## config.mk

```make
export PLATFORM = sky130hd
export DESIGN_NAME = tod_counter_unit
export DESIGN_NICKNAME = d
export VERILOG_FILES = /design/src/rtl/tod_pkg.sv /design/src/rtl/tod_step_adder.sv /design/src/rtl/tod_adjuster.sv /design/src/rtl/tod_capture_slots.sv /design/src/rtl/tod_counter_unit.sv
export SDC_FILE = /design/constraint.sdc
export NUM_CORES = 2
export LEC_CHECK = 0
export BUFFER_PORTS_ARGS = -buffer_cell sky130_fd_sc_hd__buf_2
export CAP_MARGIN = 10
export CORE_AREA = 5 5 302 304
export CTS_CLUSTER_SIZE = 8
export DETAILED_ROUTE_END_ITERATION = 10
export DIE_AREA = 0 0 307 309
export PLACE_DENSITY = 0.79
export SETUP_SLACK_MARGIN = 0.05
export SYNTH_ARGS = -nofsm -noshare
export SYNTH_HDL_FRONTEND = slang
export SYNTH_HIERARCHICAL = 1
export SYNTH_SLANG_ARGS = --single-unit
```

## constraint.sdc

```tcl
create_clock -name clk -period 12.9 [get_ports clk]
set_input_delay 2.58 -clock clk [delete_from_list [all_inputs] [get_ports clk]]
set_output_delay 2.58 -clock clk [all_outputs]
set_load 0.02 [all_outputs]
```

## src/rtl/tod_pkg.sv

```systemverilog
// Shared widths, register offsets and the time-of-day record for the
// time-of-day counter. Assumes 16-bit register words throughout.
package tod_pkg;
    localparam int WORD_W   = 16;
    localparam int SEC_W    = 3 * WORD_W;
    localparam int NS_W     = 2 * WORD_W;
    localparam int FR_W     = 2 * WORD_W;
    localparam int SUM_W    = NS_W + FR_W;
    localparam int ADDR_W   = 5;
    localparam int LV_WORDS = 7;
    localparam int N_SLOTS  = 2;

    localparam logic [NS_W-1:0] NS_PER_SEC = 32'd1_000_000_000;

    // command codes carried in command register bits [4:2]
    localparam logic [2:0] OP_LOAD = 3'd0;
    localparam logic [2:0] OP_FREQ = 3'd1;
    localparam logic [2:0] OP_INC  = 3'd2;
    localparam logic [2:0] OP_DEC  = 3'd3;
    localparam logic [2:0] OP_CAPT = 3'd4;
    localparam logic [2:0] OP_NOP  = 3'd7;

    localparam int TRIG_BIT  = 0;
    localparam int OP_LSB    = 2;
    localparam int PHASE_BIT = 8;

    localparam logic [ADDR_W-1:0] A_CTRL   = 5'h00;
    localparam logic [ADDR_W-1:0] A_CMD    = 5'h01;
    localparam logic [ADDR_W-1:0] A_STAT   = 5'h02;
    localparam logic [ADDR_W-1:0] A_STP_NS = 5'h03;
    localparam logic [ADDR_W-1:0] A_STP_FH = 5'h04;
    localparam logic [ADDR_W-1:0] A_STP_FL = 5'h05;
    localparam int                A_LV     = 6;
    localparam int                SLOT_BIT = 4;
    localparam logic [2:0]        LAST_WORD = 3'd6;

    typedef struct packed {
        logic [SEC_W-1:0] sec;
        logic [NS_W-1:0]  ns;
        logic [FR_W-1:0]  fr;
    } tod_t;
endpackage

```

## src/rtl/tod_step_adder.sv

```systemverilog
// Next time after one tick. Adds the step plus the signed trim to the
// {ns, frac} fixed-point pair and wraps nanoseconds at one billion.
// Assumes the effective step stays below one second.
module tod_step_adder
    import tod_pkg::*;
(
    input  tod_t              cur,
    input  logic [WORD_W-1:0] step_ns,
    input  logic [FR_W-1:0]   step_fr,
    input  logic [FR_W-1:0]   trim,
    output tod_t              nxt
);
    logic [SUM_W-1:0] inc;
    logic [SUM_W-1:0] acc;
    logic [NS_W-1:0]  acc_ns;
    logic             roll;

    // fixed-point sum of current time and trimmed step
    always_comb begin
        inc    = {{(SUM_W-WORD_W-FR_W){1'b0}}, step_ns, step_fr}
               + {{(SUM_W-FR_W){trim[FR_W-1]}}, trim};
        acc    = {cur.ns, cur.fr} + inc;
        acc_ns = acc[SUM_W-1:FR_W];
        roll   = (acc_ns >= NS_PER_SEC);
        nxt.fr  = acc[FR_W-1:0];
        nxt.ns  = roll ? acc_ns - NS_PER_SEC : acc_ns;
        nxt.sec = cur.sec + SEC_W'(roll);
    end
endmodule

```

## src/rtl/tod_adjuster.sv

```systemverilog
// Single-cycle step of the time forward or back by a seconds and
// nanoseconds amount. Assumes both nanosecond inputs are below one billion.
module tod_adjuster
    import tod_pkg::*;
(
    input  tod_t cur,
    input  tod_t delta,
    input  logic sub,
    output tod_t nxt
);
    logic [NS_W:0]   ns_sum;
    logic            carry;
    logic            borrow;
    logic [NS_W-1:0] ns_add;
    logic [NS_W-1:0] ns_sub;

    // carry/borrow across the one-billion nanosecond boundary
    always_comb begin
        ns_sum = {1'b0, cur.ns} + {1'b0, delta.ns};
        carry  = (ns_sum >= {1'b0, NS_PER_SEC});
        ns_add = carry ? NS_W'(ns_sum - {1'b0, NS_PER_SEC}) : ns_sum[NS_W-1:0];
        borrow = (cur.ns < delta.ns);
        ns_sub = borrow ? cur.ns + NS_PER_SEC - delta.ns : cur.ns - delta.ns;
        nxt.fr = cur.fr;
        if (sub) begin
            nxt.ns  = ns_sub;
            nxt.sec = cur.sec - delta.sec - SEC_W'(borrow);
        end else begin
            nxt.ns  = ns_add;
            nxt.sec = cur.sec + delta.sec + SEC_W'(carry);
        end
    end
endmodule

```

## src/rtl/tod_capture_slots.sv

```systemverilog
// Snapshot slots with valid flags. A capture fills the lowest empty slot,
// or the last slot when all are full; reading a slot's last word empties it.
// Assumes capture and read strobes are single-cycle.
module tod_capture_slots
    import tod_pkg::*;
#(
    parameter int SLOTS = N_SLOTS,
    localparam int SW   = (SLOTS > 1) ? $clog2(SLOTS) : 1
)(
    input  logic              clk,
    input  logic              rst_n,
    input  logic              cap_stb,
    input  tod_t              now,
    input  logic              rd_stb,
    input  logic [SW-1:0]     rd_slot,
    input  logic [2:0]        rd_word,
    output logic [SLOTS-1:0]  valid,
    output logic [WORD_W-1:0] word
);
    tod_t             snap_q [SLOTS];
    logic [SLOTS-1:0] valid_q;
    logic [SW-1:0]    tgt;
    tod_t             sel;

    // pick the lowest empty slot, else the last one
    always_comb begin
        tgt = SW'(SLOTS - 1);
        for (int i = SLOTS - 1; i >= 0; i--)
            if (!valid_q[i]) tgt = SW'(i);
    end

    // fill on capture, release on read of the last word
    always_ff @(posedge clk) begin
        if (!rst_n) begin
            valid_q <= '0;
            for (int i = 0; i < SLOTS; i++) snap_q[i] <= '0;
        end else begin
            for (int i = 0; i < SLOTS; i++) begin
                if (cap_stb && tgt == SW'(i)) begin
                    snap_q[i]  <= now;
                    valid_q[i] <= 1'b1;
                end else if (rd_stb && rd_slot == SW'(i) && rd_word == LAST_WORD) begin
                    valid_q[i] <= 1'b0;
                end
            end
        end
    end

    // word select within the addressed slot
    always_comb begin
        sel = snap_q[rd_slot];
        case (rd_word)
            3'd0:    word = sel.sec[SEC_W-1:2*WORD_W];
            3'd1:    word = sel.sec[2*WORD_W-1:WORD_W];
            3'd2:    word = sel.sec[WORD_W-1:0];
            3'd3:    word = sel.ns[NS_W-1:WORD_W];
            3'd4:    word = sel.ns[WORD_W-1:0];
            3'd5:    word = sel.fr[FR_W-1:WORD_W];
            3'd6:    word = sel.fr[WORD_W-1:0];
            default: word = '0;
        endcase
    end

    assign valid = valid_q;


    capture_sets_chk: assert property (@(posedge clk) disable iff (!rst_n)
        cap_stb |=> valid_q != '0);

    first_slot_chk: assert property (@(posedge clk) disable iff (!rst_n)
        (cap_stb && valid_q == '0) |=> valid_q[0]);

    read_clears_chk: assert property (@(posedge clk) disable iff (!rst_n)
        (rd_stb && rd_word == LAST_WORD && !cap_stb) |=> !valid_q[$past(rd_slot)]);
endmodule

```

## src/rtl/tod_counter_unit.sv

```systemverilog
// Time-of-day counter top: register file of 16-bit words, command decode,
// time register with step/adjust datapaths and two snapshot slots.
// Assumes software keeps staged nanoseconds below one billion.
module tod_counter_unit
    import tod_pkg::*;
#(
    parameter int DEF_STEP_NS = 3
)(
    input  logic              clk,
    input  logic              rst_n,
    input  logic              wr_en,
    input  logic              rd_en,
    input  logic [ADDR_W-1:0] addr,
    input  logic [WORD_W-1:0] wdata,
    output logic [WORD_W-1:0] rdata
);
    logic               run_q;
    logic [WORD_W-1:0]  cmd_q;
    logic [WORD_W-1:0]  step_ns_q;
    logic [FR_W-1:0]    step_fr_q;
    logic [FR_W-1:0]    trim_q;
    logic [WORD_W-1:0]  lv_q [LV_WORDS];
    tod_t               now_q, lv_tod, tick_nxt, adj_nxt;
    logic [2:0]         op;
    logic               cmd_go, cap_stb, slot_rd;
    logic [N_SLOTS-1:0] valid;
    logic [WORD_W-1:0]  slot_word, rd_mux, rdata_q;

    // command decode and load-value assembly
    assign op      = wdata[OP_LSB+2:OP_LSB];
    assign cmd_go  = wr_en && addr == A_CMD && wdata[TRIG_BIT];
    assign cap_stb = cmd_go && op == OP_CAPT;
    assign slot_rd = rd_en && addr[SLOT_BIT];
    assign lv_tod.sec = {lv_q[0], lv_q[1], lv_q[2]};
    assign lv_tod.ns  = {lv_q[3], lv_q[4]};
    assign lv_tod.fr  = {lv_q[5], lv_q[6]};

    tod_step_adder u_step (
        .cur(now_q), .step_ns(step_ns_q), .step_fr(step_fr_q),
        .trim(trim_q), .nxt(tick_nxt)
    );

    tod_adjuster u_adj (
        .cur(now_q), .delta(lv_tod), .sub(op == OP_DEC), .nxt(adj_nxt)
    );

    tod_capture_slots #(.SLOTS(N_SLOTS)) u_slots (
        .clk(clk), .rst_n(rst_n), .cap_stb(cap_stb), .now(now_q),
        .rd_stb(slot_rd), .rd_slot(addr[3]), .rd_word(addr[2:0]),
        .valid(valid), .word(slot_word)
    );

    // staged load-value words, one register per address
    for (genvar i = 0; i < LV_WORDS; i++) begin : g_lv
        // capture a write to this load-value word
        always_ff @(posedge clk) begin
            if (!rst_n)                                  lv_q[i] <= '0;
            else if (wr_en && addr == ADDR_W'(A_LV + i)) lv_q[i] <= wdata;
        end
    end

    // control, command, step and trim registers
    always_ff @(posedge clk) begin
        if (!rst_n) begin
            run_q     <= 1'b0;
            cmd_q     <= WORD_W'({OP_NOP, 2'b00});
            step_ns_q <= WORD_W'(DEF_STEP_NS);
            step_fr_q <= '0;
            trim_q    <= '0;
        end else begin
            if (wr_en && addr == A_CTRL)   run_q <= wdata[0];
            if (wr_en && addr == A_STP_NS) step_ns_q <= wdata;
            if (wr_en && addr == A_STP_FH) step_fr_q[FR_W-1:WORD_W] <= wdata;
            if (wr_en && addr == A_STP_FL) step_fr_q[WORD_W-1:0] <= wdata;
            if (wr_en && addr == A_CMD)
                cmd_q <= (cmd_go && op == OP_LOAD) ? (wdata & ~(WORD_W'(1) << PHASE_BIT)) : wdata;
            if (cmd_go && op == OP_FREQ)   trim_q <= lv_tod.fr;
        end
    end

    // time register: load and adjust take precedence over the tick
    always_ff @(posedge clk) begin
        if (!rst_n)                                      now_q <= '0;
        else if (cmd_go && op == OP_LOAD)                now_q <= lv_tod;
        else if (cmd_go && (op == OP_INC || op == OP_DEC)) now_q <= adj_nxt;
        else if (run_q)                                  now_q <= tick_nxt;
    end

    // read data select
    always_comb begin
        rd_mux = '0;
        if (addr[SLOT_BIT]) rd_mux = slot_word;
        else begin
            case (addr)
                A_CTRL:   rd_mux = WORD_W'(run_q);
                A_CMD:    rd_mux = cmd_q;
                A_STAT:   rd_mux = WORD_W'(valid);
                A_STP_NS: rd_mux = step_ns_q;
                A_STP_FH: rd_mux = step_fr_q[FR_W-1:WORD_W];
                A_STP_FL: rd_mux = step_fr_q[WORD_W-1:0];
                default:  rd_mux = '0;
            endcase
            for (int i = 0; i < LV_WORDS; i++)
                if (addr == ADDR_W'(A_LV + i)) rd_mux = lv_q[i];
        end
    end

    // registered read port
    always_ff @(posedge clk) begin
        if (!rst_n)     rdata_q <= '0;
        else if (rd_en) rdata_q <= rd_mux;
    end

    assign rdata = rdata_q;


    frozen_chk: assert property (@(posedge clk) disable iff (!rst_n)
        (!run_q && !(cmd_go && (op == OP_LOAD || op == OP_INC || op == OP_DEC)))
        |=> $stable(now_q));

    ns_range_chk: assert property (@(posedge clk) disable iff (!rst_n)
        (run_q && !cmd_go && now_q.ns < NS_PER_SEC) |=> now_q.ns < NS_PER_SEC);

    load_chk: assert property (@(posedge clk) disable iff (!rst_n)
        (cmd_go && op == OP_LOAD) |=> (now_q == $past(lv_tod) && !cmd_q[PHASE_BIT]));

    trim_chk: assert property (@(posedge clk) disable iff (!rst_n)
        (cmd_go && op == OP_FREQ) |=> trim_q == $past(lv_tod.fr));
endmodule

```

==> results <==
- The dominant register cell in the synthesized netlist is edfxtp_1.
- The sequential element share of the synthesized area is ~31%.
- The Yosys warning count is 6.
- In this run the worst path has a maximum fanout of 21.
- In this run, synthesis produced a sequential element count of 563.
- The number of enable-type register cells in the synthesized netlist is 336.
- The first global-routing pass estimated 245 mm of wire.
- The type of destination of the critical path is a flip-flop.
- The area of the placeable core is 0.0880 sq mm.
- VDD sags by at most between 0.0001 and 0.00015 V.
- The data arrival at the endpoint of the critical path is around 12 ns.
- STA classifies the critical path startpoint as a flip-flop.
- The number of hold-slack violations in the final timing report came to 0.
- The switching fraction of total power is 28.3%.
- The count of non-filler cells in the finished layout is 6572.
- Measured against its own limit, the worst slew margin works out to 23.3%.
- Summed over all nets, the switching power comes to 1.33 mW.
- The number of core rows is 109.
- For this design the static power due to leakage is 21.0 nW.
- The wire length per cell is 25.1 um.
- The maximum clock rate is around 0.087 GHz.
- The post-place instance area is between 0.04 and 0.05 sq mm.
- Clock tree synthesis inserted a total of 81 buffers.
- At the end of the flow, the number of nets in the layout was ~5.8k.
- The final weighted congestion in routability-driven placement is 1.05.
- The type of the most critical hold path is reg -> reg.
- After synthesis, the netlist uses 124 different library cells.
- The clock sink count is about 560.
- The initial cell density of the core is 54.5%.
- The final critical path takes up just under 90% of the cycle.
- The number of buffers added on ports is 40.
- In the synthesized netlist, the number of instances is approximately 5.5k.
- The part of the power in registers is 43.1%.
- The total wire length is about 160 mm.
- The mapped cell area is 0.0479 sq mm.
- The die covers 0.0949 sq mm.
- Power spread over the standard cell area amounts to 92.8 mW/mm^2.
- The top-level port count is 41.
- Counting every net in the synthesized netlist gives 5920.
- Once the clock tree was built, the setup fixing pass inserted 0 buffers.
- After detailed placement, the design holds a cell count of 6426.
- The number of max-slew violations in the final report came to 0.
- The cell sitting at the root of the clock tree is a clkbuf_16.
- For this run, the slowest stage of the critical path takes ~0.85 ns.
- The area growth from synthesis to final layout is 5.73%.
- The clock latency at the later pin of the worst-skew pair is 0.65 ns.
- The total global-route track usage is roughly 33%.
- After synthesis, the share of flip-flops with an asynchronous set or reset is 0%.
- The via count of the first global-routing pass is 40.0k.
- The flow ran to the end, and the final reports show no timing, DRC or antenna violations.
- Counting stages on the worst path, the most repeated cell is nand2_1.
- The share of total power dissipated in combinational logic is 13.9%.
- The final routed DRC violation total is 0.
- The pre-antenna-repair detailed-routing pass consisted of 6 iterations.
- Post-CTS repair changed the size of 0 cells.
- The number of maximum-capacitance violations is 0.
- The library cells used most frequently in the layout, excluding fill and tap cells, are 676 x nand2_1, 361 x ha_1, 350 x a21oi_1.
- Detailed placement finished with a half-perimeter wire length of 122 mm.
- The hold buffer count at cts is 0.
- The share of layout cells above drive strength 1 is 6.94%.
- The number of antenna violations at the first check in global routing is 11.
- Setup repair after global routing left no endpoint under its margin.
- The finished cells cover 0.0507 sq mm.
- The library cell used most frequently in the layout, excluding fill and tap cells, is nand2_1.
- The worst-case clock buffer depth is 3.
- The internal power consumption is around 3.4 mW.
- The via count of the routed design is 43.1k.
- The total power is 4.70 mW.
- Counting I/O delays and the setup requirement, the final critical path takes 11.51 ns.
- The endpoint required time on the critical path is 13.45 ns.
- The chip width is 307 um.
- The setup path with the least slack is of type reg -> reg.
- The per-instance average area after synthesis is 8.70 sq um.
- The worst-margin pin slew is 1.14 ns.
- Of the total power, the clock network draws 43.0%.
- The clock-pin transition on the worst setup and hold timing paths is around 0.05 ns.
- Timing analysis after detailed placement gives a worst setup slack of 1.85 ns.
- The setup clock skew after layout is approximately 0.032 ns.
- The floorplan step set the die height to 309 um.
- The total overflow reported by the global router is 0.
- Entering global routing, the biggest net connects 119 pins.
- The H-tree was split into 3 levels.
- The slowest cell on the critical path is a2111oi_0.
- The per-cell via count in the routed design is 6.57.
- In the post-route analysis, the smallest setup slack over all paths is 1.39 ns.
- TritonCTS built the clock tree.
- In this run, the number of DRC markers left after iteration 0 of detailed routing was 5739.
- The remaining number of nets flagged by the antenna check after routing is 0.
- The final-layout setup total negative slack is 0 ns.
- Setup violations remaining at the end of the flow were counted as 0.
power groups by stage:
stage                     sequential, mW  combinational, mW  clock (mW)
final                               2.03              0.655        2.02
after global routing                2.02              0.698        2.10
after CTS                           2.02              0.637        2.02
after detailed placement            2.06              0.633           0
after global placement              2.05              0.626           0
after floorplan                     2.02              0.462           0
worst max-delay path: cells and delay by family (launching register included):
family                     cells  cell delay [ns]
buffers and inverters          1             0.36
AOI/OAI and AO/OA             20             5.53
adders and majority gates      4             1.44
and+or+nand+nor               14             3.39
xor gates and xnor gates       2             0.28
muxes                          1             0.09
DFF                            1             0.32
layout make-up:
| class | count | area, sq um |
|---|---|---|
| fill | 7771 | 37300 |
| multi-input combinational | 4282 | 30400 |
| sequential | 563 | 14600 |
| clock buffer | 137 | 2240 |
| tap | 1165 | 1460 |
| inverter | 332 | 1250 |
| timing repair buffer | 84 | 546 |
| clock inverter | 8 | 138 |
| antenna | 1 | 2.50 |
stage by stage:
stage          utilization (%)  hold slack [ns]
2_1_floorplan                -            0.435
3_3_place_gp              54.9            0.447
3_5_place_dp              54.9            0.456
4_1_cts                   57.6            0.463
5_1_grt                   57.6            0.483
6_report                  57.6            0.464
worst paths after layout:
kind                                           startpoint                       to  slack (ns)  cells past startpoint
worst max-delay path            step_fr_q[0]$_SDFFE_PN0P_  now_q[111]$_SDFFE_PN0P_        1.39                     42
worst min-delay path               cmd_q[14]$_SDFFE_PN0P_   cmd_q[14]$_SDFFE_PN0P_        0.46                      2
worst max register to register  step_fr_q[0]$_SDFFE_PN0P_  now_q[111]$_SDFFE_PN0P_        1.39                     42
worst min register to register     cmd_q[14]$_SDFFE_PN0P_   cmd_q[14]$_SDFFE_PN0P_        0.46                      2
Yosys cell counts, types with 33 or more instances:
| master | number | share of area [%] |
|---|---|---|
| nand4_1 | 54 | 0.70 |
| o21bai_1 | 59 | 0.92 |
| ha_1 | 361 | 9.4 |
| and2_1 | 134 | 1.7 |
| a21o_1 | 105 | 1.6 |
| buf_4 | 41 | 0.64 |
| a21boi_0 | 137 | 2.1 |
| inv_1 | 325 | 2.5 |
| dfxtp_1 | 227 | 9.5 |
| a21boi_1 | 81 | 1.3 |
| nand2b_1 | 49 | 0.64 |
| clkbuf_1 | 179 | 1.4 |
| o21ai_0 | 205 | 2.1 |
| a21oi_1 | 350 | 3.7 |
| buf_2 | 58 | 0.61 |
| a211oi_1 | 34 | 0.53 |
| mux2i_1 | 265 | 5.5 |
| o31ai_1 | 33 | 0.52 |
| o22ai_1 | 58 | 0.76 |
| xor2_1 | 90 | 1.6 |
| nor3_1 | 70 | 0.73 |
| o21a_1 | 34 | 0.53 |
| nor2_1 | 295 | 2.3 |
| and3_1 | 148 | 1.9 |
| xnor2_1 | 241 | 4.4 |
| nor2b_1 | 44 | 0.57 |
| o211ai_2 | 73 | 1.9 |
| nand3_1 | 74 | 0.77 |
| o211ai_1 | 95 | 1.5 |
| nand2_1 | 677 | 5.3 |
| edfxtp_1 | 336 | 21 |
| a31oi_1 | 39 | 0.51 |
routing by layer:
layer,track usage [%],up-vias,share of wire [%]
met2,52.7,2484,44
met5,0,-,0.024
met3,7.69,505,11
li1,-,19600,-
met1,43.3,20600,39
met4,15.5,6,5.8
cells by family after synthesis:
group	synth area share, %
compound gates	22.9
xor+xnor	6.20
fa+ha+maj	10.5
buf+inv	6.15
flops	30.5
mux	5.85
simple gates	17.8
sequential cells by signal (all words and copies together), names as in the netlist:
signal / flops
step_ns_q: 16
lv_q: 112
u_slots/valid: 2
cmd_q: 16
u_slots/snap_q: 224
run_q: 1
step_fr_q: 32
rdata: 16
now_q: 112
trim_q: 32
No activity file was read; power rests on OpenSTA's default activity.
